## src/rtl/lwq_pkg.sv

```systemverilog
package lwq_pkg;

    typedef enum logic [2:0] {
        ST_IDLE    = 3'd0,
        ST_SAMPLE1 = 3'd1,
        ST_QUAL    = 3'd2,
        ST_STARTUP = 3'd3,
        ST_DONE    = 3'd4
    } lwq_state_e;

    // Per-cycle view of the inputs, produced by the sampler.
    typedef struct packed {
        logic line_low;   // line currently low
        logic arm_ok;     // low, enabled and in power-down
        logic irq_ok;     // low and enabled
        logic pd_rise;    // power-down re-entered this cycle
    } lwq_obs_t;

    function automatic logic lwq_arm(input logic low, input logic en, input logic pd);
        return low & en & pd;
    endfunction

endpackage

```

## src/rtl/lwq_sampler.sv

```systemverilog
module lwq_sampler
    import lwq_pkg::*;
(
    input  logic     clk,
    input  logic     rst,
    input  logic     line_lvl,
    input  logic     irq_en,
    input  logic     pwr_down,
    output lwq_obs_t obs
);
    logic pd_q;

    always_ff @(posedge clk) begin
        if (rst) pd_q <= 1'b0;
        else     pd_q <= pwr_down;
    end

    always_comb begin
        obs.line_low = ~line_lvl;
        obs.arm_ok   = lwq_arm(~line_lvl, irq_en, pwr_down);
        obs.irq_ok   = ~line_lvl & irq_en;
        obs.pd_rise  = pwr_down & ~pd_q;
    end
endmodule

```

## src/rtl/lwq_startup_cnt.sv

```systemverilog
module lwq_startup_cnt #(
    parameter int CNT_W = 8
) (
    input  logic             clk,
    input  logic             rst,
    input  logic             load,
    input  logic             dec,
    input  logic [CNT_W-1:0] load_val,
    output logic             zero
);
    localparam logic [CNT_W-1:0] ONE = {{(CNT_W-1){1'b0}}, 1'b1};

    logic [CNT_W-1:0] cnt;

    always_ff @(posedge clk) begin
        if (rst)                   cnt <= '0;
        else if (load)             cnt <= load_val;
        else if (dec && cnt != '0) cnt <= cnt - ONE;
    end

    assign zero = (cnt == '0);
endmodule

```

## src/rtl/lwq_fsm.sv

```systemverilog
module lwq_fsm
    import lwq_pkg::*;
(
    input  logic       clk,
    input  logic       rst,
    input  lwq_obs_t   obs,
    input  logic       cnt_zero,
    output lwq_state_e state,
    output logic       cnt_load,
    output logic       cnt_dec,
    output logic       wake_pulse,
    output logic       irq_valid
);
    lwq_state_e nxt;

    always_comb begin
        nxt      = state;
        cnt_load = 1'b0;
        cnt_dec  = 1'b0;
        unique case (state)
            ST_IDLE:    if (obs.arm_ok) nxt = ST_SAMPLE1;
            ST_SAMPLE1: nxt = obs.arm_ok ? ST_QUAL : ST_IDLE;
            ST_QUAL: begin
                nxt      = ST_STARTUP;
                cnt_load = 1'b1;
            end
            ST_STARTUP: begin
                if (cnt_zero) nxt = ST_DONE;
                else          cnt_dec = 1'b1;
            end
            ST_DONE:    nxt = ST_DONE;
            default:    nxt = ST_IDLE;
        endcase
        // re-entry into power-down overrides everything outside idle
        if (obs.pd_rise && state != ST_IDLE) begin
            nxt      = ST_IDLE;
            cnt_load = 1'b0;
            cnt_dec  = 1'b0;
        end
    end

    always_ff @(posedge clk) begin
        if (rst) state <= ST_IDLE;
        else     state <= nxt;
    end

    assign wake_pulse = (state == ST_QUAL);
    assign irq_valid  = (state == ST_STARTUP) && cnt_zero && obs.irq_ok && !obs.pd_rise;
endmodule

```

## src/rtl/lwq_wake_qual.sv

```systemverilog
module lwq_wake_qual
    import lwq_pkg::*;
#(
    parameter int CNT_W = 8
) (
    input  logic             clk,
    input  logic             rst,
    input  logic             line_lvl,
    input  logic             irq_en,
    input  logic             pwr_down,
    input  logic [CNT_W-1:0] startup_len,
    output logic             wake_pulse,
    output logic             irq_valid
);
    lwq_obs_t   obs;
    lwq_state_e state;
    logic       cnt_load;
    logic       cnt_dec;
    logic       cnt_zero;

    lwq_sampler u_sampler (
        .clk      (clk),
        .rst      (rst),
        .line_lvl (line_lvl),
        .irq_en   (irq_en),
        .pwr_down (pwr_down),
        .obs      (obs)
    );

    lwq_startup_cnt #(.CNT_W(CNT_W)) u_cnt (
        .clk      (clk),
        .rst      (rst),
        .load     (cnt_load),
        .dec      (cnt_dec),
        .load_val (startup_len),
        .zero     (cnt_zero)
    );

    lwq_fsm u_fsm (
        .clk        (clk),
        .rst        (rst),
        .obs        (obs),
        .cnt_zero   (cnt_zero),
        .state      (state),
        .cnt_load   (cnt_load),
        .cnt_dec    (cnt_dec),
        .wake_pulse (wake_pulse),
        .irq_valid  (irq_valid)
    );
endmodule

```

## config.mk

```make
export PLATFORM = sky130hd
export DESIGN_NAME = lwq_wake_qual
export DESIGN_NICKNAME = d
export VERILOG_FILES = /design/src/rtl/lwq_pkg.sv /design/src/rtl/lwq_sampler.sv /design/src/rtl/lwq_startup_cnt.sv /design/src/rtl/lwq_fsm.sv /design/src/rtl/lwq_wake_qual.sv
export SDC_FILE = /design/constraint.sdc
export NUM_CORES = 1
export LEC_CHECK = 0
export ABC_AREA = 1
export BUFFER_PORTS_ARGS = -buffer_cell sky130_fd_sc_hd__buf_2
export CAP_MARGIN = 20
export CORE_MARGIN = 2
export CORE_UTILIZATION = 57
export CTS_BUF_LIST = sky130_fd_sc_hd__clkbuf_2 sky130_fd_sc_hd__clkbuf_4 sky130_fd_sc_hd__clkbuf_8
export DETAILED_ROUTE_END_ITERATION = 8
export GPL_ROUTABILITY_DRIVEN = 0
export PLACE_DENSITY = 0.77
export SYNTH_ARGS = -nofsm -noshare
export SYNTH_HDL_FRONTEND = slang
export SYNTH_SLANG_ARGS = --single-unit
```

## constraint.sdc

```tcl
create_clock -name clk -period 1.7 [get_ports clk]
set_clock_uncertainty 0.05 [all_clocks]
set_input_delay 0.34 -clock clk [delete_from_list [all_inputs] [get_ports clk]]
set_output_delay 0.34 -clock clk [all_outputs]
set_load 0.02 [all_outputs]
```

## After elaboration in Yosys (flattened, before gate mapping)

Cells that the tools add are included.

| operators by class | value |
|---|---|
| add/sub/neg operators | 1 |
| equal/unequal tests | 6 |
| muxes and demuxes | 11 |
| bitwise operators | 5 |
| reduce and logical (&&, ||, !) cells | 13 |

Operators by type and width:

| cell | count |
|---|---|
| 8-bit 2-to-1 mux | 2 |
| 3-bit case mux with 5 select lines | 1 |
| 8-bit zero test | 1 |
| 8-bit nonzero test | 1 |
| 8-bit by 1-bit subtractor with 8-bit output (second input constant) | 1 |
| 3-bit by 2-bit equality test with 1-bit output (second input constant) | 2 |
| 3-bit 2-to-1 mux | 2 |
| 1-bit logical AND | 5 |
| 1-bit 2-to-1 mux | 5 |
| 2-bit by 1-bit != test with 1-bit output (second input constant) | 2 |
| 1-bit AND | 3 |
| 3-bit by 1-bit equality test with 1-bit output (second input constant) | 1 |
| 3-bit equality test (second input constant) | 1 |
| 3-bit zero test | 1 |
| 3-bit nonzero test | 1 |
| 2-bit 2-to-1 mux | 1 |
| 1-bit NOT | 2 |
| 2-bit AND reduction | 1 |
| 2-bit nonzero test | 1 |
| 2-bit OR reduction | 1 |
| 1-bit zero test | 1 |

| storage, ports and cells | value |
|---|---|
| flip-flop bits (word level) | 12 |
| input bits | 13 |
| output and inout port bits | 2 |
| word-level logic and storage cells | 39 |

## Depth between registers and ports, before layout

Gate-level depths: netlist (run 1).

| logic depth | value |
|---|---|
| depth in word-level cells | 7 |
| gate-level depth with buffers | 10 |
| depth with buffers taken out | 9 |

## Hierarchy

From an unflattened synthesis (run 1), not the netlist that was laid out.

| unflattened totals | value |
|---|---|
| cell total of the unflattened synthesis | 147 |
| area, all modules | 867.1 um^2 |

By module, submodules not included:

| module | times used | cells each | area an instance (um^2) | seq. area each (um^2) |
|---|---|---|---|---|
| lwq_startup_cnt | 1 | 104 | 600.6 | 160.2 |
| lwq_fsm | 1 | 35 | 215.2 | 60.1 |
| lwq_sampler | 1 | 8 | 51.3 | 20.0 |

## Worst setup path before layout (run 1)

OpenSTA, ideal clock, no wires.

| timing path | value |
|---|---|
| path type | register to output |
| start point | register u_cnt.cnt[0] |
| end point | output irq_valid |
| arrival time | 1154 ps |
| required time | 1310 ps |
| setup slack | 156 ps |
| stages on the path, launching flop included | 6 |
| path buffers | 0 |
| cell sequence | dfxtp_1 > inv_1 > ha_1 > nor3b_1 > nand2_2 > nor2_1 |

| on the way | value |
|---|---|
| longest elaborated chain between the ends | 4 |

RTL lines:

| element | RTL line | source |
|---|---|---|
| start: declaration | lwq_startup_cnt.sv:13 | `logic [CNT_W-1:0] cnt;` |
| start signal: assignment | lwq_startup_cnt.sv:17 | `else if (load) cnt <= load_val;` |
| start signal: assignment | lwq_startup_cnt.sv:18 | `else if (dec && cnt != '0) cnt <= cnt - ONE;` |
| 8-bit zero test | lwq_startup_cnt.sv:21 | `assign zero = (cnt == '0);` |
| 1-bit logical AND (3 in a row) | lwq_fsm.sv:48 | `assign irq_valid = (state == ST_STARTUP) && cnt_zero && obs.irq_ok && !obs.pd_rise;` |
| end: declaration | lwq_wake_qual.sv:13 | `output logic irq_valid` |

Every way passes these cells.

## Worst setup path after layout (run 1)

Same ends and word-level chain as after synthesis.

==> reports/summary.txt, run 1 <==
Post-Syn Nets - 147
leakage power - 0.4853 nW
worst vdd ir - 0.4364 mV
die height - 43.70 microns
fin area - 0.001033 sq mm
DRC - 0
Nets - 167
Final WS setup - 0.001219 ns
worst r2r path cells - 9
PortBufs - 14
setup_tns - 0 ns
Avg WL per Cell - 11.57 microns
Final Non-Filler Cells - 166
Yosys warning count - 0
Storage cell area - 244.0 sq um
number of distinct library cells after synthesis - 28
Clock transition at path regs - 0.07 ns
Sw Ratio - 0.2660
Max Root-Sink Buffers - 2
initial drt markers - 25
synthesis-stage register bit count - 12
R2R setup slack - 0.18 ns
Internal - 0.0004040 W
Routed Wire Length - 1921 microns
Hold Startpoint - pwr_down
Max FO, Critical Path - 3
Critical Path Start Type - flip-flop
FFs w/ async S/R, synth - 0
sequential cell area fraction in the yosys report - 0.2674
FMAX - 588.7 MHz
initial antenna violation count - 0
number of synthesized flops with an enable pin - 0
actual slew at the worst max-slew pin - 0.2758 ns
WS Path Type - reg -> out
Initial Util - 0.6034
Die W - 43.70 microns
minimum clock period - 1.699 ns
RSZ-0062 raised after global routing - true
All-Layer GR Usage - 0.2288
Core Footprint - 0.001489 sq mm
H-tree depth - 1
worst-path cell chain - inv_2, ha_4, nor3b_4, nand2_2, nor2_1, buf_4
PD cells - 532.5 mW/mm^2
FF-to-FF End - u_cnt.cnt[4]
Top Ports - 15
ANT cells - 0
TritonCTS clock tree - built
Mapped Avg Cell Area - 6.806 sq um
number of global-route vias before repair - 817
HPWL after DPL - 1412 microns
vias - 868
Mapped Cells - 132
CTS sink cnt - 12
Final Max Tran Viols - 0
placed instance count - 160
crit path capture - irq_valid
multi-input logic area - 566.8 sq um
layout cells sized above 1 - 0.3133
setup slack at placement - 0.1149 ns
Power Total - 0.0005504 W
Sequential Power Share - 0.531
number of buffers created by CTS - 3
grt ovf - 0
cts hold-fix bufs - 0
clock share of power - 0.326
row count - 14
Clock Tree Root - clkbuf_4
fin crit share - 0.9993
first-pass GRT wire length - 3277 microns
Setup violations, final - 0
CP arrival - 1.31 ns
Via density - 5.229
Slowest cell on crit path - dfxtp_2
CP required - 1.31 ns
P&R area growth vs syn - 15.04%
# fillers - 130
worst min path class - in -> reg
status - complete, no violations
max-cap violation count - 0
CP endpoint kind - primary output
worst-skew pair later-pin latency - 0.28 ns
Pre-antenna DRT Iters - 4
NetSw - 0.0001464 W
Largest stage delay, worst path - 0.33 ns
Critical path origin - u_cnt.cnt[0]
Synth Flop Type - dfxtp_1
RR Startpoint - u_cnt.cnt[1]
antenna viol nets, final - 0
synthesized area - 898.4 sq um
largest net degree at the start of global routing - 15
Comb pwr share - 0.143
area of the die - 0.001910 sq mm
placed cell area - 958.4 sq um
Slew headroom - 0.8155
endpoints failing hold - 0
==> registers in the layout (all words and copies together), names as in the netlist <==
signal and flops:
u_cnt.cnt 8, u_sampler.pd_q 1, u_fsm.state 3
==> metrics by stage <==
step | hold slack (ns) | util
final | 0.2334 | 0.6941
after global routing | 0.2650 | 0.6941
after CTS | 0.2315 | 0.6765
after detailed placement | 0.4585 | 0.6437
after global placement | 0.4433 | 0.6437
after floorplan | 0.3524 | -
==> area by class of cell <==
type	instances	area share
Multi-Input combinational cell	97	0.5484
Inverter	20	0.07506
Sequential cell	12	0.2361
Timing Repair Buffer	18	0.09927
Tap cell	16	0.01937
Clock buffer	3	0.02179
==> cells by family after synthesis <==
family	count (synthesis)	share of synthesized area
buf+inv	23	0.1281
compound gates	17	0.1156
xor+xnor	1	0.009751
fa+ha+maj	2	0.02785
flops	12	0.2674
simple gates	77	0.4513
==> metal layers <==
layer  track usage  vias to the layer above  share of wire
met5             0                        -              0
met4        0.1273                        0          0.021
met3       0.02500                        5          0.034
met2        0.3735                       16           0.48
met1        0.2920                      385           0.46
li1              -                      462              -
==> layout by cell type, fill, tap and decap left out <==
master    count
clkbuf_4      3
nand2_4       1
nor2_1       14
dfxtp_2       3
nand2_1      28
a21oi_1       7
nand3_4       1
ha_4          1
nand4_1       2
dfxtp_1       9
or2_0         1
a21oi_2       1
buf_2        13
inv_4         1
nand3_2       3
xnor2_1       1
o21ai_0       4
inv_1        16
and3_1        1
o21ai_2       1
o21ai_1       1
inv_2         3
a31oi_1       1
nor3b_4       1
nand3_1      16
ha_1          1
a21o_1        1
nor2_4        4
buf_4         5
nand2_2       5
o31ai_2       1
==> worst max-delay path: cells and delay by family (launching register included) <==
kind | cells | cell delay, ns
adders and majority gates | 1 | 0.13
buffers and inverters | 2 | 0.23
DFF | 1 | 0.33
and+or+nand+nor | 3 | 0.33
==> synth_stat cells (2+ instances only) <==
| cell type | number | area (sq um) |
|---|---|---|
| nand2_1 | 28 | 105.1 |
| inv_1 | 18 | 67.56 |
| nand2_2 | 5 | 31.28 |
| o21ai_0 | 4 | 20.02 |
| a21oi_1 | 7 | 35.03 |
| nor2_1 | 14 | 52.55 |
| nand3_2 | 3 | 30.03 |
| nand4_1 | 2 | 12.51 |
| nor2_4 | 4 | 45.04 |
| dfxtp_1 | 12 | 240.2 |
| nand3_1 | 16 | 80.08 |
| buf_6 | 2 | 22.52 |
| ha_1 | 2 | 25.02 |
==> worst min-delay path by stage <==
| stage | endpoint | slack, ns | cells past startpoint |
|---|---|---|---|
| finish | u_sampler.pd_q | 0.23 | 3 |
| floorplan | u_cnt.cnt[7] | 0.35 | 1 |
| detailed placement | u_cnt.cnt[1] | 0.46 | 2 |
| CTS | u_sampler.pd_q | 0.23 | 3 |
| global route | u_sampler.pd_q | 0.26 | 3 |
| global placement | u_cnt.cnt[1] | 0.44 | 2 |
==> power groups by stage <==
stage	Sequential, W	Combinational (W)	Clock, W
5_1_grt	0.000293	0.0000890	0.000191
3_3_place_gp	0.000298	0.0000706	0
6_report	0.000292	0.0000787	0.000179
4_1_cts	0.000292	0.0000769	0.000184
2_1_floorplan	0.000297	0.0000494	0
3_5_place_dp	0.000298	0.0000726	0
==> repair_timing <==
action	CTS	global route
setup buffers	2	1
endpoints found under the setup margin	1	1
pin swaps	2	1
resized for setup	7	3
Note: power is estimated with default switching activity, not from simulation.
==> run 2: changes to the inputs <==
Settings changed: CORE_UTILIZATION 57 to 61, PLACE_DENSITY 0.77 to 0.81.
Clock period 1.7 ns to 2.1 ns, I/O delays scaled along.
==> run 2 against run 1 <==
Against the previous run: setup slack improved by 0.13 ns; die area decreased by 6.0%; clock power increased by 9%; sequential share of layout area increased by 0.57 points.
==> reports/summary.txt, run 2 (same netlist as run 1, synthesis figures left out) <==
status - complete, no violations
number of global-route vias before repair - 801 (-2.0%)
FMAX - 507.5 MHz
minimum clock period - 1.970 ns
Setup Buffers After CTS - 0 (-2)
Initial Util - 0.6735 (+0.07018)
endpoints failing hold - 0 (unchanged)
CP arrival - 1.50 ns (+0.19 ns)
Sequential Power Share - 0.481 (-0.050)
M3 GR Usage - 0.05603 (+0.03103)
first-pass GRT wire length - 3422 microns (+4.4%)
Avg WL per Cell - 12.14 microns (+4.9%)
max reg flops - 8 (unchanged)
Die W - 42.38 microns (-3.0%)
Top Ports - 15 (unchanged)
biggest regs - u_cnt.cnt (8), u_fsm.state (3), u_sampler.pd_q (1)
largest net degree at the start of global routing - 15 (unchanged)
Via density - 5.387 (+3.0%)
Routed Wire Length - 1979 microns (+3.0%)
actual slew at the worst max-slew pin - 0.2597 ns (-0.01606 ns)
Clock transition at path regs - 0.09 ns (+0.02 ns)
fin crit share - 0.9383
# fillers - 128 (-1.5%)
Setup violations, final - 0 (unchanged)
setup_tns - 0 ns (unchanged)
Critical Path Start Type - flip-flop
met1 usage - 0.3280 (+0.03605)
WS Path Type - reg -> out
Sw Ratio - 0.2628 (-0.003221)
worst vdd ir - 0.4757 mV (+9.0%)
placed instance count - 159 (-0.63%)
initial antenna violation count - 0 (unchanged)
initial drt markers - 16 (-36%)
M2 GR Usage - 0.3754 (+0.001855)
Final Max Tran Viols - 0 (unchanged)
max-cap violation count - 0 (unchanged)
TritonCTS clock tree - built
RSZ-0062 raised after global routing - false
P&R area growth vs syn - 10.58%
clock share of power - 0.397 (+0.071)
layout cells sized above 1 - 0.2568 (-0.05658)
antenna viol nets, final - 0 (unchanged)
PortBufs - 14 (unchanged)
most frequent cells in the layout - nand2_1 (28), inv_1 (18), nand3_1 (16)
commonest non-fill, non-tap cell in the layout - nand2_1
busiest grt layer - met2
area of the die - 0.001796 sq mm (-6.0%)
cts hold-fix bufs - 0 (unchanged)
worst-skew pair later-pin latency - 0.29 ns (about the same)
R2R setup slack - 0.54 ns (+0.36 ns)
ANT cells - 0 (unchanged)
Pre-antenna DRT Iters - 5 (+1)
grt ovf - 0 (unchanged)
placed cell area - 957.2 sq um (-0.13%)
hold slack - 0.3046 ns (+0.07124 ns)
DRC - 0 (unchanged)
leakage power - 0.4688 nW (-3.4%)
Internal - 0.0003625 W (-10%)
row count - 13 (-1)
Nets - 164 (-1.8%)
CP required - 1.63 ns (+0.32 ns)
worst min path class - in -> reg
post-cts gate resize count - 0 (-7)
vias - 878 (+1.2%)
H-tree depth - 1 (unchanged)
PD cells - 494.9 mW/mm^2 (-7.1%)
CP endpoint kind - primary output
Power Total - 0.0004917 W (-11%)
number of buffers created by CTS - 3 (unchanged)
Final Non-Filler Cells - 163 (-1.8%)
largest register by flop count - u_cnt.cnt
HPWL after DPL - 1532 microns (+8.5%)
fin area - 993.5 sq um (-3.9%)
Comb pwr share - 0.122 (-0.021)
worst-path cell chain - inv_1, ha_1, nor3b_1, nand2_2, nor2_1, buf_2
Max FO, Critical Path - 4 (+1)
Slowest cell on crit path - dfxtp_1
Slew headroom - 0.8266 (+0.01115)
Clock Tree Root - clkbuf_4
Core Footprint - 0.001334 sq mm (-10%)
NetSw - 0.0001292 W (-12%)
All-Layer GR Usage - 0.2533 (+0.02454)
CTS sink cnt - 12 (unchanged)
die height - 42.38 microns (-3.0%)
Max Root-Sink Buffers - 2 (unchanged)
Largest stage delay, worst path - 0.34 ns (about the same)
==> run 2: layout make-up <==
cell class,count,area (sq um),area share
Sequential cell,12,240.2,0.2418
Clock buffer,4,36.28,0.03652
Tap cell,15,18.77,0.01889
Inverter,20,77.57,0.07809
Timing Repair Buffer,15,77.57,0.07809
Multi-Input combinational cell,97,543.0,0.5466
==> run 2: metrics by stage <==
stage,setup slack [ns],utilization
final,0.1296,0.7448
after global routing,0.009129,0.7448
after CTS,0.1411,0.7448
after detailed placement,0.4591,0.7176
after global placement,0.4678,0.7176
after floorplan,0.4760,-
==> run 2: worst max-delay path: cells and delay by family (launching register included) <==
family        cells  cell delay, ns
buf+inv           2            0.27
simple gates      3            0.45
flops             1            0.34
fa+ha+maj         1            0.15
==> run 2: path summary, 6_finish.rpt <==
| check | endpoint | cells after the start | startpoint |
|---|---|---|---|
| max | irq_valid | 6 | u_cnt.cnt[0] |
| min | u_sampler.pd_q | 3 | pwr_down |
| max reg2reg | u_cnt.cnt[4] | 8 | u_cnt.cnt[0] |
| min reg2reg | u_cnt.cnt[1] | 2 | u_cnt.cnt[1] |
==> run 2: layer usage <==
metal | part of all wire | vias to the layer above
met3 | 0.058 | 9
met2 | 0.45 | 28
li1 | - | 455
met1 | 0.46 | 386
met4 | 0.037 | 0
met5 | 0 | -
==> run 2: power by group through the flow <==
stage                     combinational [W]  clock, W  sequential [W]
after floorplan                   0.0000400         0        0.000240
after global placement            0.0000573         0        0.000241
after detailed placement          0.0000595         0        0.000242
after global routing              0.0000669  0.000204        0.000237
after CTS                         0.0000596  0.000197        0.000236
final                             0.0000598  0.000195        0.000237
==> run 3: changes to the inputs <==
Settings changed: ABC_AREA 1 to 0, CORE_UTILIZATION 61 to 60, HOLD_SLACK_MARGIN set to 0.15.
==> run 3 against run 2 <==
Against the previous run: the flow now finishes with violations (setup timing); wire length is 14% higher; highest routed layer unchanged; maximum frequency fell by 7.2%; sequential cell count did not move; setup slack worse by 0.15 ns; via count increased by 1.4%; hold slack gained 0.026 ns; final cell count shrank 14%; clock-buffer cell count is the same; critical path depth stayed put; non-clock buffer count up 13; sequential share of layout area shrank 1.3 points.
==> reports/summary.txt, run 3 <==
FMAX - 471.1 MHz (-7.2%)
biggest regs - u_cnt.cnt (8), u_fsm.state (3), u_sampler.pd_q (1)
Mapped Cells - 96 (-27%)
Synth area leader - dfxtp_1
TritonCTS clock tree - built
post-synthesis xor/xnor area fraction - 0 (-0.009749)
vias - 890 (+1.4%)
multi-input logic area - 574.3 sq um (+5.8%)
Internal - 0.0003619 W (-0.15%)
Sequential Power Share - 0.488 (+0.007)
FFs w/ async S/R, synth - 0 (unchanged)
Top Ports - 15 (unchanged)
P&R area growth vs syn - 29.22%
synthesized area - 822.0 sq um (-8.5%)
clock share of power - 0.396 (about the same)
fin area - 0.001062 sq mm (+6.9%)
Slew headroom - 0.6482 (-0.1784)
Compound-Gate Fraction of Synth Area - 0.2192 (+0.1036)
number of distinct library cells after synthesis - 41 (+46%)
sequential cell area fraction in the yosys report - 0.2922 (+0.02483)
Slowest cell on crit path - dfxtp_2
max reg flops - 8 (unchanged)
post-synthesis mux area share - 0.04871 (+0.04871)
failing checks - setup timing
minimum clock period - 2.123 ns (+0.1523 ns)
DRC - 0 (unchanged)
Die W - 41.02 microns (-3.2%)
status - complete, but fails checks
most frequent cells in the layout - buf_2 (14), buf_4 (14), dfxtp_1 (10)
initial drt markers - 56 (+40)
row count - 13 (unchanged)
Setup violations, final - 1 (+1)
number of synthesized flops with an enable pin - 0 (unchanged)
Buf/Inv on CP - 2 (unchanged)
Final Non-Filler Cells - 140 (-14%)
All-Layer GR Usage - 0.3228 (+0.06947)
Mapped Avg Cell Area - 8.563 sq um (+26%)
fin crit share - 1.011 (+0.07250)
Sw Ratio - 0.2423 (-0.02052)
top-count cell post-synth - dfxtp_1
post-layout util - 0.8267 (+0.08184)
Nets - 141 (-14%)
NetSw - 0.0001157 W (-10%)
Largest stage delay, worst path - 0.33 ns (about the same)
worst-skew pair later-pin latency - 0.28 ns (about the same)
WS Path Type - reg -> out
placed instance count - 125 (-21%)
simple logic cell fraction of the synthesized area - 0.3729 (-0.07835)
setup slack at placement - 0.1412 ns (-0.3179 ns)
Avg WL per Cell - 16.10 microns (+33%)
synthesis-stage register bit count - 12 (unchanged)
hold slack - 0.3308 ns (+0.02622 ns)
worst min path class - in -> reg
first-pass GRT wire length - 3360 microns (-1.8%)
Initial Util - 0.6397 (-0.03382)
initial antenna violation count - 0 (unchanged)
area of the die - 0.001682 sq mm (-6.3%)
Clock transition at path regs - 0.08 ns (about the same)
H-tree depth - 1 (unchanged)
ANT cells - 0 (unchanged)
Max FO, Critical Path - 2 (-2)
largest family of logic cells by synthesized area - simple AND/OR/NAND/NOR gates
die height - 41.02 microns (-3.2%)
Pre-antenna DRT Iters - 4 (-1)
PD cells - 449.7 mW/mm^2 (-9.1%)
Clock Tree Root - clkbuf_4
area share of the largest cell type after synthesis - 0.2922 (+0.02483)
crit-path leading delay family - simple AND/OR/NAND/NOR gates
CP arrival - 1.65 ns (+0.15 ns)
RSZ-0062 raised after global routing - true
worst vdd ir - 0.3547 mV (-25%)
# fillers - 81 (-37%)
layout cells sized above 1 - 0.4160 (+0.1592)
placed cell area - 924.6 sq um (-3.4%)
max-cap violation count - 0 (unchanged)
CP required - 1.63 ns (about the same)
endpoints failing hold - 0 (unchanged)
Routed Wire Length - 2254 microns (+14%)
Synth Flop Type - dfxtp_1
Critical Path Start Type - flip-flop
Final WS setup - -0.02261 ns (-0.1523 ns)
actual slew at the worst max-slew pin - 0.5229 ns (+0.2632 ns)
Max Root-Sink Buffers - 2 (unchanged)
Core Footprint - 0.001285 sq mm (-3.7%)
leakage power - 0.4639 nW (-1.1%)
synth top area cells - dfxtp_1 (29%), mux2i_1 (4.9%), o32ai_2 (4.0%)
CTS sink cnt - 12 (unchanged)
Final Max Tran Viols - 0 (unchanged)
Yosys warning count - 0 (unchanged)
largest net degree at the start of global routing - 14 (-1)
Storage cell area - 242.7 sq um (+1.0%)
number of global-route vias before repair - 794 (-0.87%)
largest register by flop count - u_cnt.cnt
number of buffers created by CTS - 3 (unchanged)
Post-Synth Adder-Cell Area - 0.03044 (+0.002586)
HPWL after DPL - 1457 microns (-4.9%)
PortBufs - 14 (unchanged)
worst-path cell chain - inv_2, ha_4, nor4b_4, nand4b_1, nor4_2, buf_2
antenna viol nets, final - 0 (unchanged)
grt ovf - 0 (unchanged)
CP endpoint kind - primary output
Post-Syn Nets - 111 (-24%)
Post-synth top cells - dfxtp_1 (12), nand2_1 (6), nand3_1 (6), a21oi_1 (5)
Via density - 6.357 (+18%)
Comb pwr share - 0.116 (-0.006)
==> run 3: cell types whose count changed in the layout (fill, tap and decap cells not counted), moves of 3 or more <==
cell / before / now
inv_1: 18 / 2
nor2b_1: 0 / 3
mux2i_1: 0 / 4
nor2_1: 14 / 4
nand3_2: 3 / 0
a31oi_1: 1 / 4
nor2_4: 4 / 0
nand2_2: 5 / 1
nand3_1: 16 / 6
nor3_1: 0 / 3
nand2_1: 28 / 6
buf_4: 1 / 14
==> run 3: cells by family after synthesis <==
group / after synthesis
adder cells (fa/ha/maj): 2
buffers and inverters: 7
flip-flops: 12
AO/OA/AOI/OAI: 25
AND/OR/NAND/NOR: 46
multiplexers: 4
==> run 3: worst reg2reg max path, stage by stage (launching register included) <==
cell      delay, ns
dfxtp_2        0.33
inv_2          0.07
ha_4           0.13
nor4b_4        0.22
nand4b_1       0.18
buf_4          0.18
buf_4          0.12
buf_4          0.12
buf_4          0.12
buf_4          0.12
o21ai_2        0.11
and3_1         0.16
==> run 3: stage by stage <==
stage          TNS (ns)  total power (W)
2_1_floorplan         0        0.0002665
3_3_place_gp          0        0.0002850
3_5_place_dp          0        0.0002852
4_1_cts        -0.06388        0.0004785
5_1_grt         -0.1212        0.0004980
6_report       -0.02261        0.0004777
==> run 3: layer usage <==
metal	track usage	vias up	routed length [microns]
met2	0.5469	47	1080
li1	-	421	-
met3	0.1087	12	172
met5	0	-	0
met1	0.3377	410	910
met4	0.2000	0	91
==> run 3: cell type report <==
class | instances | share of cell area
inverters | 4 | 0.01413
well taps | 15 | 0.01767
flip-flops and latches | 12 | 0.2285
clock buffers | 4 | 0.03416
multi-input cells | 77 | 0.5406
repair buffers | 28 | 0.1649
==> run 3: worst paths after layout <==
kind / end / slack (ns) / depth (start not counted) / from
worst max-delay path: irq_valid / -0.02 / 6 / u_cnt.cnt[1]
worst min-delay path: u_sampler.pd_q / 0.33 / 2 / pwr_down
worst max register to register: u_fsm.state[2] / 0.14 / 11 / u_cnt.cnt[1]
worst min register to register: u_cnt.cnt[6] / 0.48 / 2 / u_cnt.cnt[6]
==> run 3: repair_timing <==
action | in CTS | in global routing
hold buffers | 0 | 0
pin swaps | 3 | 4
endpoints found under the setup margin | 1 | 2
endpoints found under the hold margin | 0 | 0
gates resized for setup | 6 | 2
buffers inserted | 11 | 1
==> run 3: power groups by stage <==
stage / registers (W) / clock network, W / logic [W]
2_1_floorplan: 0.000237 / 0 / 0.0000294
3_3_place_gp: 0.000239 / 0 / 0.0000465
3_5_place_dp: 0.000239 / 0 / 0.0000465
4_1_cts: 0.000233 / 0.000192 / 0.0000537
5_1_grt: 0.000234 / 0.000204 / 0.0000598
6_report: 0.000233 / 0.000189 / 0.0000554
